### src/rtl/madd_pkg.sv
package madd_pkg;
  typedef enum logic {
    OP_ADD = 1'b0,
    OP_SUB = 1'b1
  } op_e;
endpackage

### src/rtl/mux_carry_cell.sv
module mux_carry_cell (
  input  logic x,
  input  logic y,
  input  logic ci,
  output logic s,
  output logic co
);
  logic prop;

  assign prop = x ^ y;
  assign s    = prop ^ ci;
  // carry mux: propagate passes the arriving carry, otherwise y acts as generate
  assign co   = prop ? ci : y;

  // per-cell arithmetic identity
  always_comb begin
    p_cell_identity_r2: assert ({co, s} == (2'(x) + 2'(y) + 2'(ci)))
      else $error("cell identity broken x=%b y=%b ci=%b", x, y, ci);
  end
endmodule

### src/rtl/mux_carry_chain.sv
module mux_carry_chain #(
  parameter int WIDTH = 8
) (
  input  logic [WIDTH-1:0] a,
  input  logic [WIDTH-1:0] b,
  input  logic             c0,
  output logic [WIDTH-1:0] sum,
  output logic             cout,
  output logic             ovf
);
  localparam int MSB = WIDTH - 1;

  logic [WIDTH:0] carry;

  assign carry[0] = c0;

  for (genvar i = 0; i < WIDTH; i++) begin : g_bit
    mux_carry_cell u_cell (
      .x  (a[i]),
      .y  (b[i]),
      .ci (carry[i]),
      .s  (sum[i]),
      .co (carry[i+1])
    );
  end

  assign cout = carry[WIDTH];
  assign ovf  = carry[MSB] ^ carry[WIDTH];
endmodule

### src/rtl/madd_stage.sv
module madd_stage #(
  parameter int W  = 8,
  parameter bit EN = 1'b1
) (
  input  logic         clk,
  input  logic         rst,
  input  logic [W-1:0] d,
  output logic [W-1:0] q
);
  if (EN) begin : g_reg
    always_ff @(posedge clk) begin
      if (rst) q <= '0;
      else     q <= d;
    end

    // each stage delays by exactly one cycle
    p_stage_delay_r5: assert property (@(posedge clk) disable iff (rst)
      !rst |=> (q == $past(d)))
      else $error("stage did not carry its input one cycle");
  end else begin : g_wire
    assign q = d;
  end
endmodule

### src/rtl/mux_carry_adder.sv
module mux_carry_adder
  import madd_pkg::*;
#(
  parameter int WIDTH   = 8,
  parameter bit IN_REG  = 1'b1,
  parameter bit OUT_REG = 1'b1
) (
  input  logic             clk,
  input  logic             rst,
  input  logic             sub_i,
  input  logic [WIDTH-1:0] x_i,
  input  logic [WIDTH-1:0] y_i,
  input  logic             cin_i,
  output logic [WIDTH-1:0] sum_o,
  output logic             cout_o,
  output logic             ovf_o
);
  localparam int INW  = 2 * WIDTH + 2;
  localparam int OUTW = WIDTH + 2;
  localparam int MSB  = WIDTH - 1;

  logic [INW-1:0]   in_d, in_q;
  logic [OUTW-1:0]  out_d, out_q;
  op_e              op;
  logic             cin_s, c0;
  logic [WIDTH-1:0] x_s, y_s, y_eff;
  logic [WIDTH-1:0] sum_c;
  logic             cout_c, ovf_c;

  assign in_d = {sub_i, cin_i, x_i, y_i};

  madd_stage #(.W(INW), .EN(IN_REG)) u_in_stage (
    .clk (clk),
    .rst (rst),
    .d   (in_d),
    .q   (in_q)
  );

  assign op    = in_q[INW-1] ? OP_SUB : OP_ADD;
  assign cin_s = in_q[INW-2];
  assign x_s   = in_q[2*WIDTH-1:WIDTH];
  assign y_s   = in_q[WIDTH-1:0];

  // operand conditioning: subtract = add inverted y with a forced carry
  assign y_eff = (op == OP_SUB) ? ~y_s : y_s;
  assign c0    = (op == OP_SUB) ? 1'b1 : cin_s;

  mux_carry_chain #(.WIDTH(WIDTH)) u_chain (
    .a    (x_s),
    .b    (y_eff),
    .c0   (c0),
    .sum  (sum_c),
    .cout (cout_c),
    .ovf  (ovf_c)
  );

  assign out_d = {ovf_c, cout_c, sum_c};

  madd_stage #(.W(OUTW), .EN(OUT_REG)) u_out_stage (
    .clk (clk),
    .rst (rst),
    .d   (out_d),
    .q   (out_q)
  );

  assign sum_o  = out_q[WIDTH-1:0];
  assign cout_o = out_q[WIDTH];
  assign ovf_o  = out_q[WIDTH+1];

  // add mode gives the full-width sum of the staged operands
  p_add_sum_r1: assert property (@(posedge clk) disable iff (rst)
    (op == OP_ADD) |->
      ({cout_c, sum_c} == ((WIDTH+1)'(x_s) + (WIDTH+1)'(y_s) + (WIDTH+1)'(cin_s))))
    else $error("add result wrong");

  // subtract mode gives the difference and the no-borrow flag
  p_sub_diff_r3: assert property (@(posedge clk) disable iff (rst)
    (op == OP_SUB) |-> ((sum_c == WIDTH'(x_s - y_s)) && (cout_c == (x_s >= y_s))))
    else $error("subtract result wrong");

  // overflow judged by operand and result signs
  p_no_overflow_r4: assert property (@(posedge clk) disable iff (rst)
    ovf_c == ((x_s[MSB] == y_eff[MSB]) && (sum_c[MSB] != x_s[MSB])))
    else $error("overflow flag disagrees with sign rule");
endmodule

### config.mk
export PLATFORM = sky130hd
export DESIGN_NAME = mux_carry_adder
export DESIGN_NICKNAME = d
export VERILOG_FILES = /design/src/rtl/madd_pkg.sv /design/src/rtl/mux_carry_cell.sv /design/src/rtl/mux_carry_chain.sv /design/src/rtl/madd_stage.sv /design/src/rtl/mux_carry_adder.sv
export SDC_FILE = /design/constraint.sdc
export NUM_CORES = 1
export LEC_CHECK = 0
export BUFFER_PORTS_ARGS = -buffer_cell sky130_fd_sc_hd__buf_4
export CAP_MARGIN = 40
export CORE_AREA = 4 4 58 60
export CTS_CLUSTER_DIAMETER = 50
export DETAILED_ROUTE_END_ITERATION = 16
export DIE_AREA = 0 0 62 64
export PLACE_DENSITY = 0.69
export SLEW_MARGIN = 15
export SYNTH_ARGS = -nofsm -noshare
export SYNTH_HDL_FRONTEND = slang
export SYNTH_HIERARCHICAL = 1
export SYNTH_SLANG_ARGS = --single-unit
export TNS_END_PERCENT = 10
### constraint.sdc
create_clock -name clk -period 7.2 [get_ports clk]
set_clock_uncertainty 0.2 [all_clocks]
set_input_delay 0 -clock clk [delete_from_list [all_inputs] [get_ports clk]]
set_output_delay 0 -clock clk [all_outputs]
set_load 0.02 [all_outputs]
; ---- Yosys cells after proc, flatten, opt, wreduce, memory -nomap -nowiden
; Index checks and enable logic that the tools add are counted.
[classes]
muxes = 11
bitwise = 18
[ops]
columns = operator, n
row1 = $xor A1 B1 Y1, 17
row2 = $mux W1, 10
row3 = $mux W8, 1
row4 = $not A8 Y8, 1
[totals]
register_bits = 28
in_bits = 20
word_cells = 31

; ---- Depth between registers and ports, before layout
; Gate-level depths: netlist of run 1.
[logic_depth]
depth_word = 12
depth_mapped = 12

; ---- By module
; Netlist of run 1, hierarchy kept.
[modules_own_cells]
columns = mod, instances, cells_each, area_per_inst_um2
row1 = madd_stage (u_in_stage), 1, 37, 489.2
row2 = mux_carry_cell, 8, 2, 33.8
row3 = madd_stage (u_out_stage), 1, 20, 262.8
row4 = mux_carry_adder, 1, 10, 87.6
row5 = mux_carry_chain, 1, 1, 8.8

; ---- Worst setup path after synthesis of run 1
; Ideal clock, no wire load.
[synth_path]
path_kind = flip-flop to flip-flop
start = register u_in_stage.q[17]
end = register u_out_stage.q[9]
setup_ns = 0.114
t_arrival_ns = 4.028
required_ns = 6.886
slack_ns = 2.858
path_stages_with_launch = 13
period_less_slack_ns = 4.342
path_cell_list = dfxtp_1 -> buf_6 -> or2_1 -> maj3_1 -> maj3_1 -> maj3_1 -> maj3_1 -> maj3_1 -> maj3_1 -> maj3_1 -> maj3_1 -> xor2_1 -> nor2b_1
[synth_between]
word_cells_on_any_way = 20
classes_between = mux (11) / bitwise (9)
[synth_rtl]
columns = element, line_no
row1 = from (decl), madd_stage.sv:8  ; output logic [W-1:0] q
row2 = from (signal assigned), madd_stage.sv:12  ; if (rst) q <= '0;
row3 = from (signal assigned), madd_stage.sv:13  ; else q <= d;
row4 = $mux W1, mux_carry_adder.sv:39  ; assign op = in_q[INW-1] ? OP_SUB : OP_ADD;
row5 = $mux W1, mux_carry_adder.sv:46  ; assign c0 = (op == OP_SUB) ? 1'b1 : cin_s;
row6 = net c0, mux_carry_adder.sv:25  ; logic cin_s, c0;
row7 = $mux W1, mux_carry_cell.sv:13  ; assign co = prop ? ci : y;
row8 = net u_chain.carry[1], mux_carry_chain.sv:13  ; logic [WIDTH:0] carry;
row9 = $mux W1, mux_carry_cell.sv:13
row10 = net u_chain.carry[2], mux_carry_chain.sv:13
row11 = $mux W1, mux_carry_cell.sv:13
row12 = net u_chain.carry[3], mux_carry_chain.sv:13
row13 = [... 1 more ...], n/a
row14 = net u_chain.carry[4], mux_carry_chain.sv:13
row15 = [... 1 more ...], n/a
row16 = net u_chain.carry[5], mux_carry_chain.sv:13
row17 = $mux W1, mux_carry_cell.sv:13
row18 = net u_chain.carry[6], mux_carry_chain.sv:13
row19 = $mux W1, mux_carry_cell.sv:13
row20 = net u_chain.carry[7], mux_carry_chain.sv:13
row21 = $mux W1, mux_carry_cell.sv:13
row22 = net cout_c, mux_carry_adder.sv:28  ; logic cout_c, ovf_c;
row23 = $xor A1 B1 Y1, mux_carry_chain.sv:28  ; assign ovf = carry[MSB] ^ carry[WIDTH];
row24 = net ovf_c, mux_carry_adder.sv:28
row25 = to (signal assigned), madd_stage.sv:12
row26 = to (signal assigned), madd_stage.sv:13
row27 = to (decl), madd_stage.sv:8
; The timed path passes the listed nets, and every way through them passes these cells.
; A chain may end at the register's enable or synchronous reset.

; ---- Worst setup path after layout of run 1
[layout_path]
start = register u_in_stage.q[17]
end = register u_out_stage.q[9]
[layout_between]
elab_chain_cells = 12
word_cells_on_any_way = 20
classes_between = mux (11) / bitwise (9)
[layout_rtl]
columns = element, line_no
row1 = $mux W1 (*), mux_carry_adder.sv:39
row2 = $mux W8 (*), mux_carry_adder.sv:45  ; assign y_eff = (op == OP_SUB) ? ~y_s : y_s;
row3 = net y_eff[0], mux_carry_adder.sv:26  ; logic [WIDTH-1:0] x_s, y_s, y_eff;
row4 = $xor A1 B1 Y1, mux_carry_cell.sv:10  ; assign prop = x ^ y;
row5 = $mux W1 (*), mux_carry_cell.sv:13
row6 = net u_chain.carry[1], mux_carry_chain.sv:13
row7 = $mux W1 (*), mux_carry_cell.sv:13
row8 = net u_chain.carry[2], mux_carry_chain.sv:13
row9 = [... 1 more ...], n/a
row10 = net u_chain.carry[3], mux_carry_chain.sv:13
row11 = [... 1 more ...], n/a
row12 = net u_chain.carry[4], mux_carry_chain.sv:13
row13 = [... 1 more ...], n/a
row14 = net u_chain.carry[5], mux_carry_chain.sv:13
row15 = $mux W1 (*), mux_carry_cell.sv:13
row16 = net u_chain.carry[6], mux_carry_chain.sv:13
row17 = $mux W1 (*), mux_carry_cell.sv:13
row18 = net u_chain.carry[7], mux_carry_chain.sv:13
row19 = $mux W1 (*), mux_carry_cell.sv:13
row20 = net cout_c, mux_carry_adder.sv:28
row21 = $xor A1 B1 Y1 (*), mux_carry_chain.sv:28
row22 = net ovf_c, mux_carry_adder.sv:28
; The timed path passes the listed nets; every way through them passes the cells marked *.

==> out/results.txt, run 1 <==
# setup viols final -> 0
Antenna Cells -> 0
Crit Path Max Fanout -> 9
total negative slack -> 0 ps
fraction of registers with async set/reset -> 0%
number of global-route vias before repair -> 868
Fmax achieved -> 219.2 MHz
Die W -> 62 um
number of synthesized register bits -> 28
global-route wire length before repair -> 3629 um
startpoint type of the worst setup path -> flip-flop
leakage power -> 0.8362 nW
Initial DRC Count -> 5
Max Slew Vio Count -> 0
slowest cell on the critical path -> dfxtp_1
Most common cell on crit path -> maj3_1
period utilization -> 63.35%
H-tree levels -> 1
# rows -> 20
Pwr Density -> 184.9 nW/um^2
Least-Margin Pin Slew -> 443.3 ps
status -> completed
CP arrival -> 4570 ps
overall fraction of global-route tracks in use -> 12.24%
Comb power frac -> 27.9%
top_reg_cell synth -> dfxtp_1
Crit Path Class -> reg -> reg
Syn Std Cell Area -> 1119 um^2
Net Switching -> 0.07611 mW
DRT Pass-1 Iters -> 2
sequential fraction of the synthesis area -> 50.11%
Clock Power Share -> 18.2%
post-DP HPWL -> 1237 um
Cell Int Power -> 0.2478 mW
chip height -> 64 um
fin util -> 59.83%
post-route minimum period -> 4561 ps
DIE AREA -> 3968 um^2
final hold violation count -> 0
DR vias/cell -> 4.288
PortBufs -> 29
Final WS setup -> 2639 ps
Synth top cells by count -> dfxtp_1 (28), nor2b_1 (21), xor2_1 (9), maj3_1 (8), xor3_1 (8)
Peak VDD IR -> 0.1018 mV
largest cells by area after synthesis -> dfxtp_1 (50%), xor3_1 (17%), nor2b_1 (12%)
HP Class -> in -> reg
initial antenna violation count -> 0
unrepaired setup endpoints after global routing -> false
most frequent cell after synthesis -> dfxtp_1
Warnings, synthesis -> 6
cells along the critical path -> xor2_1, maj3_1, maj3_1, maj3_1, maj3_1, maj3_1, maj3_1, maj3_1, maj3_1, xor2_1, nor2b_1
Num CTS Buffers -> 3
Routed WL per cell -> 11.05 um
io pins -> 30
number of distinct library cells after synthesis -> 9
clk sinks -> 28
dpl ws -> 2628 ps
Final ANT Viol Nets -> 0
initial core utilization -> 38.21%
Cells after Synth -> 84
largest net degree at the start of global routing -> 29
register-to-register setup slack -> 2640 ps
GP Congestion -> 0.7045
Final Power -> 0.3239 mW
fin nets -> 173
Core Area -> 2928 um^2
final routed DRC violation total -> 0
CTS tree -> built
dominant cell type by area after synthesis -> dfxtp_1
MaxCap Viol Count -> 0
Critical Path End Type -> flip-flop
Routed Wire Length -> 2033 um
vias -> 789
largest stage delay on the critical path -> 620 ps
Crit path required time -> 7210 ps
root cell of the clock tree -> clkbuf_4
layout cell share with drive strength beyond 1 -> 21.19%
Area growth syn-to-layout -> 56.60%
syn_nets -> 104
share of the synthesized area in the top cell type -> 50.11%
clk_lat worst skew -> 310 ps
Post-synth EDFFs -> 0
Sw Ratio -> 23.50%
Avg Cell Area, Syn -> 13.32 um^2
Filler Cell Count -> 237
Max Root-Sink Buffers -> 2
clock transition at the registers of the reported paths -> 130 ps
slew margin rel. -> 70.41%
Reg power frac -> 53.9%
total global routing overflow -> 0
per-layer routing:
layer | share of wire, % | GRT usage (%) | vias up
met5 | 0 | 0 | -
met4 | 0.69 | 3.979 | 0
met3 | 5.5 | 3.030 | 2
met2 | 55 | 22.15 | 21
met1 | 39 | 13.22 | 366
li1 | - | - | 400
worst paths after layout:
kind | from | endpoint | depth (start not counted)
max | u_in_stage/q[17] | u_out_stage/q[9] | 11
min | rst | u_out_stage/q[3] | 3
max reg2reg | u_in_stage/q[17] | u_out_stage/q[9] | 11
min reg2reg | u_in_stage/q[15] | u_out_stage/q[8] | 2
cell type report:
cell class	instances	area (um^2)	area share (%)
well taps	33	41.29	2.357
repair buffers	66	588.1	33.57
flip-flops and latches	28	560.5	32.00
clock buffers	3	22.52	1.286
multi-input cells	54	539.3	30.79
worst max-delay path: cells and delay by family, from the launching register on:
family        cells  cell delay [ps]
flops             1              620
simple gates      1              120
fa+ha+maj         8             3190
xor+xnor          2              320
cell families after synthesis:
group	count (synthesis)	share of synthesized area (%)
xor gates and xnor gates	17	24.05
adders and majority gates	8	7.159
buffers and inverters	2	1.678
DFF	28	50.11
and+or+nand+nor	29	17.00
stage by stage:
stage,area [um^2],std cells,hold slack (ps)
floorplan,1119,84,-128.4
global placement,1359,144,9.465
detailed placement,1359,144,11.32
CTS,1752,184,368.4
global route,1752,184,416.0
finish,1752,184,394.7
flip-flops by register name (all words and copies together), names as in the netlist:
name	count
u_out_stage/q	10
u_in_stage/q	18
timing repair:
item,4_1_cts,5_1_grt
hold buffers,37,0
setup buffers,0,0
hold endpoints to repair,28,0
resized for setup,0,0
power by group through the flow:
stage / clock network, mW / registers, mW / logic, mW
2_1_floorplan: 0 / 0.187 / 0.0412
3_5_place_dp: 0 / 0.178 / 0.0749
4_1_cts: 0.0628 / 0.175 / 0.0909
6_report: 0.0591 / 0.174 / 0.0904
3_3_place_gp: 0 / 0.178 / 0.0745
5_1_grt: 0.0683 / 0.176 / 0.0982
layout by cell type, fill, tap and decap left out:
master and count:
buf_4 29, dlygate4sd3_1 37, nor2b_1 21, xor2_1 9, or2_1 1, xor3_1 8, maj3_1 8, clkbuf_4 3
and2b_1 7, dfxtp_1 28
Note: power is estimated with default switching activity, not from simulation.
==> run 2, diff against run 1 <==
--- a/config.mk
+++ b/config.mk
@@ -5,13 +5,14 @@
 export SDC_FILE = /design/constraint.sdc
 export NUM_CORES = 1
 export LEC_CHECK = 0
+export ABC_AREA = 1
 export BUFFER_PORTS_ARGS = -buffer_cell sky130_fd_sc_hd__buf_4
 export CAP_MARGIN = 40
-export CORE_AREA = 4 4 58 60
+export CORE_AREA = 4 4 63 65
 export CTS_CLUSTER_DIAMETER = 50
 export DETAILED_ROUTE_END_ITERATION = 16
-export DIE_AREA = 0 0 62 64
-export PLACE_DENSITY = 0.69
+export DIE_AREA = 0 0 67 69
+export PLACE_DENSITY = 0.68
 export SLEW_MARGIN = 15
 export SYNTH_ARGS = -nofsm -noshare
 export SYNTH_HDL_FRONTEND = slang
==> constraint.sdc (replaced) <==
create_clock -name clk -period 4.7 [get_ports clk]
set_clock_uncertainty 0.2 [all_clocks]
set_input_delay 0 -clock clk [delete_from_list [all_inputs] [get_ports clk]]
set_output_delay 0 -clock clk [all_outputs]
set_load 0.02 [all_outputs]
==> run 2 against run 1 <==
Net effect: worst setup slack worse by 1100 ps; clock power is 100% higher; die area is 17% higher; register-to-register slack worse by 1100 ps; final cell count is 73% higher; core utilization is 0.74 points lower; synthesized cell count is 150% higher; count of clock-buffer cells in the layout is 1 higher.
==> out/results.txt, run 2 <==
status -> completed
fin nets -> 294
commonest non-fill, non-tap cells in the layout -> nand2_1 (67), inv_1 (62), dlygate4sd3_1 (37), buf_4 (29)
Cells after Synth -> 207
dominant cell type by area after synthesis -> dfxtp_1
Crit Path Class -> reg -> reg
layout cell share with drive strength beyond 1 -> 15.38%
fraction of registers with async set/reset -> 0%
Initial DRC Count -> 19
hold depth -> 3
Routed Wire Length -> 2408 um
sequential fraction of the synthesis area -> 41.87%
slowest cell on the critical path -> dfxtp_1
Most common cell on crit path -> inv_1
PortBufs -> 29
simple-gate portion of the synthesized area -> 30.09%
Die W -> 67 um
final routed DRC violation total -> 0
Synth Area in Compound Gates -> 6.729%
HP Class -> in -> reg
largest net degree at the start of global routing -> 29
Num CTS Buffers -> 3
slew margin rel. -> 80.11%
final hold violation count -> 0
Filler Cell Count -> 325
overall fraction of global-route tracks in use -> 11.09%
DR vias/cell -> 3.850
most common cell after layout, fill and taps aside -> nand2_1
Final ANT Viol Nets -> 0
MaxCap Viol Count -> 0
Crit Path Max Fanout -> 10
largest registers -> u_in_stage/q: 18 flops, u_out_stage/q: 10 flops
Fmax achieved -> 320.7 MHz
largest cells by area after synthesis -> dfxtp_1 (42%), nand2_1 (19%), inv_1 (17%)
total negative slack -> 0 ps
period utilization -> 66.35%
clk sinks -> 28
vias -> 1228
GP Congestion -> 0.7298
number of synthesized register bits -> 28
top_reg_cell synth -> dfxtp_1
clk_lat worst skew -> 330 ps
clock transition at the registers of the reported paths -> 150 ps
Max Root-Sink Buffers -> 2
CP arrival -> 3150 ps
unrepaired setup endpoints after global routing -> false
post-CTS sizing -> 0
CP bufs+invs -> 11
startpoint type of the worst setup path -> flip-flop
DRT Pass-1 Iters -> 4
initial antenna violation count -> 0
Least-Margin Pin Slew -> 298.0 ps
Core Area -> 3337 um^2
# rows -> 21
leakage power -> 1.103 nW
Antenna Cells -> 0
CTS tree -> built
Warnings, synthesis -> 6
H-tree levels -> 1
syn_nets -> 227
Synth top cells by count -> nand2_1 (67), inv_1 (62), dfxtp_1 (28), nor2_1 (28)
initial core utilization -> 40.12%
chip height -> 69 um
root cell of the clock tree -> clkbuf_4
io pins -> 30
DIE AREA -> 4623 um^2
# setup viols final -> 0
share of the synthesized area in the top cell type -> 41.87%
Peak VDD IR -> 0.1292 mV
dpl ws -> 1599 ps
number of flip-flops in the largest register -> 18
Area growth syn-to-layout -> 47.29%
Final WS setup -> 1582 ps
FF-to-FF path depth -> 25
number of distinct library cells after synthesis -> 10
Hold Slack -> 377.2 ps
post-route minimum period -> 3118 ps
global-route wire length before repair -> 4036 um
Critical Path End Type -> flip-flop
total global routing overflow -> 0
Pwr Density -> 254.3 nW/um^2
Post-synth EDFFs -> 0
Worst path top cell family by delay -> compound AO/OA/AOI/OAI gates
number of cells on the critical path -> 25
post-DP HPWL -> 1589 um
Max Slew Vio Count -> 0
Routed WL per cell -> 7.549 um
largest family of logic cells by synthesized area -> simple AND/OR/NAND/NOR gates
multiplexer share of the synthesized area -> 0%
postcts setup bufs -> 0
Avg Cell Area, Syn -> 6.468 um^2
Largest Register -> u_in_stage/q
Crit path required time -> 4730 ps
Syn Std Cell Area -> 1339 um^2
XOR/XNOR Fraction of Synth Area -> 0%
CTS Hold Buffers Added -> 37
number of global-route vias before repair -> 979
most frequent cell after synthesis -> nand2_1
Post-Synth Adder-Cell Area -> 0%
largest stage delay on the critical path -> 420 ps
-- run 2: cell types whose count changed in the layout (fill, tap and decap cells not counted), sizes merged --
cell | previous run | this run
nor2 | 0 | 28
xor2 | 9 | 0
maj3 | 8 | 0
clkbuf | 3 | 4
nor2b | 21 | 0
inv | 0 | 63
and2b | 7 | 0
nand2 | 0 | 67
a21boi | 0 | 8
xor3 | 8 | 0
nand3 | 0 | 8
-- run 2: routing by layer --
layer  track usage (%)  up-vias  wire length (um)
met4             6.081        0                41
met1             13.29      497              1106
li1                  -      706                 -
met5                 0        -                 0
met3            0.9740        2               109
met2             18.89       23              1150
-- run 2: per-stage QoR --
stage / area [um^2] / instances / util [%] / power, mW
after global placement: 1565 / 278 / 46.91 / 0.3631
after global routing: 1972 / 319 / 59.09 / 0.5311
final: 1972 / 319 / 59.09 / 0.5015
after CTS: 1972 / 319 / 59.09 / 0.5062
after floorplan: 1339 / 207 / - / 0.3362
after detailed placement: 1565 / 278 / 46.91 / 0.3657
-- run 2: logic make-up after synthesis --
| group | after synthesis |
|---|---|
| buffers and inverters | 67 |
| DFF | 28 |
| AOI/OAI and AO/OA | 8 |
| and+or+nand+nor | 104 |
-- run 2: final cells by class --
class                           instances  area, um^2  area share [%]
Sequential cell                        28       560.5           28.43
Timing Repair Buffer                   66       588.1           29.82
Inverter                               63       236.5           11.99
Multi-Input combinational cell        112       493.0           25.00
Clock buffer                            4       36.28           1.840
Tap cell                               46       57.56           2.919
-- run 2: path summary, 6_finish.rpt --
check                        start                to  slack [ps]
setup / recovery  u_in_stage/q[17]  u_out_stage/q[9]        1580
hold / removal                 rst  u_out_stage/q[4]         380
setup reg to reg  u_in_stage/q[17]  u_out_stage/q[9]        1580
hold reg to reg   u_in_stage/q[15]  u_out_stage/q[8]         440
-- run 2: power by group --
| group | internal [mW] | switching, mW | leakage [nW] |
|---|---|---|---|
| registers | 0.254 | 0.00660 | 0.233 |
| logic | 0.0647 | 0.0586 | 0.849 |
| clock network | 0.0474 | 0.0707 | 0.0210 |
-- run 2: worst min-delay path, cell delays in order --
cell           delay (ps)
dlygate4sd3_1         540
buf_4                 230
nor2_1                110
